### config.mk
export PLATFORM = sky130hd
export DESIGN_NAME = pfb_write_path
export DESIGN_NICKNAME = d
export VERILOG_FILES = /design/src/rtl/pfb_pkg.sv /design/src/rtl/pfb_rotate.sv /design/src/rtl/pfb_latches.sv /design/src/rtl/pfb_plane_lane.sv /design/src/rtl/pfb_write_path.sv
export SDC_FILE = /design/constraint.sdc
export NUM_CORES = 1
export LEC_CHECK = 0
export ABC_AREA = 1
export BUFFER_PORTS_ARGS = -buffer_cell sky130_fd_sc_hd__buf_2
export CAP_MARGIN = 25
export CORE_MARGIN = 2
export CORE_UTILIZATION = 48
export DETAILED_ROUTE_END_ITERATION = 6
export HOLD_SLACK_MARGIN = 0.08
export PLACE_DENSITY = 0.73
export SYNTH_ARGS = -nofsm -noshare
export SYNTH_HDL_FRONTEND = slang
export SYNTH_SLANG_ARGS = --single-unit
### constraint.sdc
create_clock -name clk -period 1.65 [get_ports clk]
set_input_delay 0.165 -clock clk [delete_from_list [all_inputs] [get_ports clk]]
set_output_delay 0.165 -clock clk [all_outputs]
set_load 0.1 [all_outputs]
### src/rtl/pfb_pkg.sv
package pfb_pkg;
  typedef enum logic [1:0] {
    WM_REPLACE = 2'd0,
    WM_LATCH   = 2'd1,
    WM_COLOR   = 2'd2,
    WM_SRMASK  = 2'd3
  } wmode_e;
endpackage

### src/rtl/pfb_rotate.sv
module pfb_rotate #(
  parameter int W  = 8,
  parameter int RW = $clog2(W)
) (
  input  logic [W-1:0]  din,
  input  logic [RW-1:0] amt,
  output logic [W-1:0]  dout
);
  logic [2*W-1:0] dbl;
  always_comb begin
    dbl  = {din, din} >> amt;
    dout = dbl[W-1:0];
  end
endmodule

### src/rtl/pfb_latches.sv
module pfb_latches #(
  parameter int W = 8,
  parameter int P = 4
) (
  input  logic         clk,
  input  logic         rst,
  input  logic         load,
  input  logic [P*W-1:0] din,
  output logic [P*W-1:0] q
);
  always_ff @(posedge clk) begin
    if (rst)       q <= '0;
    else if (load) q <= din;
  end

  a_r7_latch_load: assert property (@(posedge clk) disable iff (rst)
    load |=> q == $past(din));
  a_r7_latch_hold: assert property (@(posedge clk) disable iff (rst)
    !load |=> $stable(q));
endmodule

### src/rtl/pfb_plane_lane.sv
module pfb_plane_lane
  import pfb_pkg::*;
#(
  parameter int W = 8
) (
  input  wmode_e       mode,
  input  logic [W-1:0] rot_data,
  input  logic         color_bit,
  input  logic         sr_bit,
  input  logic         sr_on,
  input  logic [W-1:0] mask,
  input  logic [W-1:0] latch,
  output logic [W-1:0] dout
);
  logic [W-1:0] src;
  logic [W-1:0] sel;

  always_comb begin
    src = rot_data;
    sel = mask;
    unique case (mode)
      WM_REPLACE: src = sr_on ? {W{sr_bit}} : rot_data;
      WM_LATCH: begin
        src = latch;
        sel = '0;
      end
      WM_COLOR:  src = {W{color_bit}};
      WM_SRMASK: begin
        src = {W{sr_bit}};
        sel = rot_data & mask;
      end
      default: src = rot_data;
    endcase
    dout = (src & sel) | (latch & ~sel);
  end

  always_comb begin
    if (mode == WM_LATCH)
      a_r4_lane_copy: assert (dout == latch);
  end
endmodule

### src/rtl/pfb_write_path.sv
module pfb_write_path
  import pfb_pkg::*;
#(
  parameter int W  = 8,
  parameter int P  = 4,
  localparam int RW = $clog2(W),
  localparam int DW = P * W
) (
  input  logic          clk,
  input  logic          rst,
  input  logic [1:0]    wr_mode,
  input  logic [RW-1:0] rot_cnt,
  input  logic [P-1:0]  sr_val,
  input  logic [P-1:0]  sr_en,
  input  logic [W-1:0]  bit_mask,
  input  logic [P-1:0]  plane_mask,
  input  logic [W-1:0]  cpu_data,
  input  logic          wr_stb,
  input  logic          rd_stb,
  input  logic [DW-1:0] rd_data,
  output logic [DW-1:0] wr_data,
  output logic [P-1:0]  wr_en
);
  logic [W-1:0]  rot_data;
  logic [DW-1:0] latch_q;
  logic [DW-1:0] lane_out;
  wmode_e        mode;

  assign mode = wmode_e'(wr_mode);

  pfb_rotate #(.W(W)) u_rot (
    .din  (cpu_data),
    .amt  (rot_cnt),
    .dout (rot_data)
  );

  pfb_latches #(.W(W), .P(P)) u_lat (
    .clk  (clk),
    .rst  (rst),
    .load (rd_stb),
    .din  (rd_data),
    .q    (latch_q)
  );

  for (genvar p = 0; p < P; p++) begin : g_lane
    pfb_plane_lane #(.W(W)) u_lane (
      .mode      (mode),
      .rot_data  (rot_data),
      .color_bit (cpu_data[p % W]),
      .sr_bit    (sr_val[p]),
      .sr_on     (sr_en[p]),
      .mask      (bit_mask),
      .latch     (latch_q[p*W +: W]),
      .dout      (lane_out[p*W +: W])
    );
  end

  always_ff @(posedge clk) begin
    if (rst) begin
      wr_data <= '0;
      wr_en   <= '0;
    end else begin
      wr_en <= wr_stb ? plane_mask : '0;
      if (wr_stb) wr_data <= lane_out;
    end
  end

  a_r8_enable_follows_mask: assert property (@(posedge clk) disable iff (rst)
    wr_stb |=> wr_en == $past(plane_mask));
  a_r9_idle_no_enable: assert property (@(posedge clk) disable iff (rst)
    !wr_stb |=> wr_en == '0);
  a_r9_idle_hold: assert property (@(posedge clk) disable iff (rst)
    !wr_stb |=> $stable(wr_data));
  a_r4_latch_copy: assert property (@(posedge clk) disable iff (rst)
    (wr_stb && wr_mode == 2'd1) |=> wr_data == $past(latch_q));
endmodule

# --- Word level (Yosys, flattened, before mapping) ---
# Cells that the tools add are included.
word_totals:
  register_bits: 68
  latchBits: 0
  ram_bits: 0
  mem_bits_ro: 0
  out_inout_bits: 36
  elab_cells: 33
  n_memories: 0
classes:
  add_sub_neg: 0
  mul: 0
  div_mod_pow: 0
  order_cmp: 0
  eq_ne: 3
  n_shift: 1
  muxes: 9
  bitwise_logic: 15
  n_reduce_logical: 2
op_table:
  columns: ["operator", "count"]
  rows:
  - ["one-hot mux 8 bit (4 select lines)", 4]
  - ["AND 8 bit", 9]
  - ["2-to-1 mux 8 bit", 4]
  - ["OR 8 bit", 4]
  - ["one-hot mux 8 bit (2 select lines)", 1]
  - ["right shift 16 x 3 -> 8 bit", 1]
  - ["inverter 8 bit", 1]
  - ["equality test 2 bit (second input constant)", 2]
  - ["equality test 2 x 1 -> 1 bit (second input constant)", 1]
  - ["zero test 2 bit", 1]
  - ["OR reduction 2 bit", 1]
  - ["inverter 1 bit", 1]

# --- Logic depth before layout (Yosys ltp) ---
logic_depth:
  depth_word: 6
  mapped_depth: 11
  mapped_depth_nobuf: 10

# --- Modules after synthesis ---
# A second synthesis with hierarchy kept.
hier_totals:
  cells_unflattened: 885
  area_unflattened_um2: 4840.9
by_module_without_submodules:
  columns: ["module", "instances", "cells_per_inst", "area_each_um2", "seq_area_each_um2"]
  rows:
  - ["pfb_plane_lane", 4, 101, 431.7, 0.0]
  - ["pfb_write_path", 1, 216, 1438.9, 720.7]
  - ["pfb_latches", 1, 203, 1338.8, 640.6]
  - ["pfb_rotate", 1, 62, 336.6, 0.0]

# --- Worst setup path after synthesis ---
# No wires, ideal clock.
synth_timing:
  path_kind: "reg-to-reg"
  start: "reg, netlist name wr_data[31]"
  end: "reg wr_data[31]"
  setup_ns: 0.065
  arrival_ns: 1.234
  required_ns: 1.585
  setup_slack_ns: 0.351
  path_stages_with_launch: 3
  path_cell_list: "dfxtp_1 o21ai_0 nor2_1"
synth_lines:
  columns: ["element", "line", "source"]
  rows:
  - ["to (signal assigned)", "pfb_write_path.sv:64", "if (wr_stb) wr_data <= lane_out;"]
  - ["to (decl)", "pfb_write_path.sv:21", "output logic [DW-1:0] wr_data,"]

# --- Worst setup path in the final report ---
layout_timing:
  start: "reg wr_data[8]"
  end: "out wr_data[8]"
# No word-level cell between the ends.

==> flow_metrics.env <==
export IMPL_slew_headroom=0.670
export IMPL_synth_compound_area_frac=0.153
export IMPL_critPathMaxFanout=2
export IMPL_drive_gt1_frac=0.268
export IMPL_die_h_um=97.4
export IMPL_syn_nets=720
export IMPL_vdd_ir_drop_worst_mv=0.475
export IMPL_status="finished, final reports clean"
export IMPL_synth_mux_area_frac=0
export IMPL_crit_required_ns=1.48
export IMPL_synth_ff_type="dfxtp_1"
export IMPL_cts_hold_fix_buffers=35
export IMPL_synthTopCellsByArea="dfxtp_1 33%, nor2_1 15%, nand2_1 12%, o21ai_0 11%, nand3_2 7.7%"
export IMPL_dp_final_hpwl_um=10900
export IMPL_setup_viol_count_final=0
export IMPL_path_buf_inv=1
export IMPL_yosysSeqAreaShare=0.325
export IMPL_synth_top_area_share=0.325
export IMPL_vias=4874
export IMPL_maxSlewViolCount=0
export IMPL_synth_fa_ha_area_frac=0
export IMPL_p_per_area_nw_per_um2=879
export IMPL_ant_nets=0
export IMPL_min_path_type="input port to flop"
export IMPL_final_nets=858
export IMPL_grt_pass1_wl_um=24600
export IMPL_start_util=0.487
export IMPL_synthesis_area_um2=4190
export IMPL_slowest_stage="buf_2"
export IMPL_io_buffers=104
export IMPL_p_sw_mw=1.87
export IMPL_syn_inst=651
export IMPL_combPwrFrac=0.322
export IMPL_grt_max_degree=66
export IMPL_crit_arrival_ns=1.25
export IMPL_fin_crit_ns=1.42
export IMPL_cts_root_buf="clkbuf_8"
export IMPL_cts_clk_slew_worst_paths_ns=0.08
export IMPL_cpPeakStageDelay_ns=0.47
export IMPL_cp_top_family="buffers and inverters"
export IMPL_grt_overflow_total=0
export IMPL_clk_latency_ns=0.35
export IMPL_grt_pass1_vias=4700
export IMPL_ys_warn_count=0
export IMPL_p_leak_nw=2.70
export IMPL_cts_tree="yes"
export IMPL_rows=34
export IMPL_fillers=813
export IMPL_io_pins=105
export IMPL_finalHoldViolCount=0
export IMPL_die_w_um=97.4
export IMPL_tightestPinTransition_ns=0.498
export IMPL_fin_setup_tns_ns=0
export IMPL_drc=0
export IMPL_worst_setup_path_type="flop to output port"
export IMPL_drtPass1Iterations=5
export IMPL_groute_usage_overall=0.326
export IMPL_gp_congestion=0.984
export IMPL_cts_setup_buffers=0
export IMPL_postSynthAreaPerCell_um2=6.43
export IMPL_antenna_found_initial=1
export IMPL_dieArea_um2=9480
export IMPL_post_drt_wl_per_cell_um=16.8
export IMPL_synth_top_family_by_area="simple AND/OR/NAND/NOR gates"
export IMPL_switching_share=0.393
export IMPL_synth_cell_types=21
export IMPL_hold_ws_ns=0.0898
export IMPL_synthArstFlopShare=0
export IMPL_synth_xor_area_share=0
export IMPL_clock_skew_ns=0.00683
export IMPL_drtIter0Drc=301
export IMPL_ys_ff_latch=68
export IMPL_yosysMostFrequentCell="nor2_1"
export IMPL_rsz0062_at_grt="no"
export IMPL_cts_buffers=9
export IMPL_ys_top_cells_by_count="165 x nor2_1, 129 x nand2_1, 96 x o21ai_0, 68 x dfxtp_1, 36 x nand3_1"
export IMPL_maxCapViolCount=0
export IMPL_postRouteWirelength_um=15200
export IMPL_h_tree_depth=3
export IMPL_yosys_area_top_type="dfxtp_1"
export IMPL_crit_chain="buf_2"
export IMPL_core_um2=8590
export IMPL_cp_start_kind="flop"
export IMPL_intPower_mw=2.89
export IMPL_synth_edf_count=0
export IMPL_vias_per_cell=5.40
export IMPL_seqPwrFrac=0.389
export IMPL_clockBufferDepth=2
export IMPL_period_share=0.860
export IMPL_area_growth_pct=29.3
export IMPL_max_freq_mhz=704
export IMPL_synthSimpleGateAreaFrac=0.458
export IMPL_clkPwrFrac=0.289
export IMPL_cts_sinks=68
export IMPL_end_kind="output port"
export IMPL_num_antenna_cells=0
export IMPL_cts_resized_gates=0
## tightest hold or removal path, delay by kind of cell
family	cells	cell delay, ns
buffers and inverters	1	0.10
AND/OR/NAND/NOR	2	0.13
## layout by cell type (no fill, tap or decap), drive strengths merged
| cell | n |
|---|---|
| nand3 | 76 |
| clkinv | 2 |
| nand2 | 146 |
| clkinvlp | 2 |
| bufinv | 1 |
| dfxtp | 68 |
| clkbuf | 10 |
| nor2 | 174 |
| buf | 123 |
| a21oi | 32 |
| inv | 29 |
| dlygate4sd3 | 35 |
| o21ai | 96 |
## final timing paths
path                  to  slack [ns]  cells after the start        start
min reg2reg  wr_data[24]        0.51                      2  wr_data[24]
max reg2reg  wr_data[29]        0.58                      6  u_lat.q[29]
max           wr_data[8]        0.23                      1   wr_data[8]
min          u_lat.q[20]        0.09                      3  rd_data[20]
## per-layer routing
metal  GRT usage  routed length (µm)
met5           0                   8
met4      0.0929                 340
met3      0.0770                1210
met2       0.555                7250
met1       0.410                6360
## sequential cells by signal (all words and copies together) (netlist names)
| signal | cells |
|---|---|
| wr_en | 4 |
| u_lat.q | 32 |
| wr_data | 32 |
## final cells by class
type / instances / area, µm² / area share
Clock buffer: 10 / 128 / 0.0236
Clock inverter: 6 / 63.8 / 0.0118
Inverter: 28 / 115 / 0.0213
Multi-Input combinational cell: 524 / 2560 / 0.473
Sequential cell: 68 / 1360 / 0.252
Tap cell: 108 / 135 / 0.0250
Timing Repair Buffer: 158 / 1050 / 0.194
## power by group through the flow
| stage | Clock [mW] | Sequential, mW | Combinational [mW] |
|---|---|---|---|
| after global placement | 0 | 1.88 | 1.44 |
| after CTS | 1.40 | 1.85 | 1.52 |
| after floorplan | 0 | 2.29 | 0.649 |
| after global routing | 1.47 | 1.86 | 1.65 |
| final | 1.37 | 1.85 | 1.53 |
| after detailed placement | 0 | 1.88 | 1.45 |
## cell families (layout without fill, tap and decap cells)
logic type             after synthesis  after routing
and+or+nand+nor                    396            396
AOI/OAI and AO/OA                  128            128
DFF                                 68             68
buffers and inverters               59            202
## per-stage QoR
stage | cell area, µm² | util | power, mW | cells | setup slack (ns)
floorplan | 4190 | - | 2.93 | 651 | 0.351
global placement | 4870 | 0.567 | 3.32 | 851 | 0.239
detailed placement | 4870 | 0.567 | 3.33 | 851 | 0.183
CTS | 5410 | 0.630 | 4.76 | 902 | 0.251
global route | 5410 | 0.630 | 4.98 | 902 | 0.243
finish | 5410 | 0.630 | 4.76 | 902 | 0.230
No activity file was read; power rests on OpenSTA's default activity.
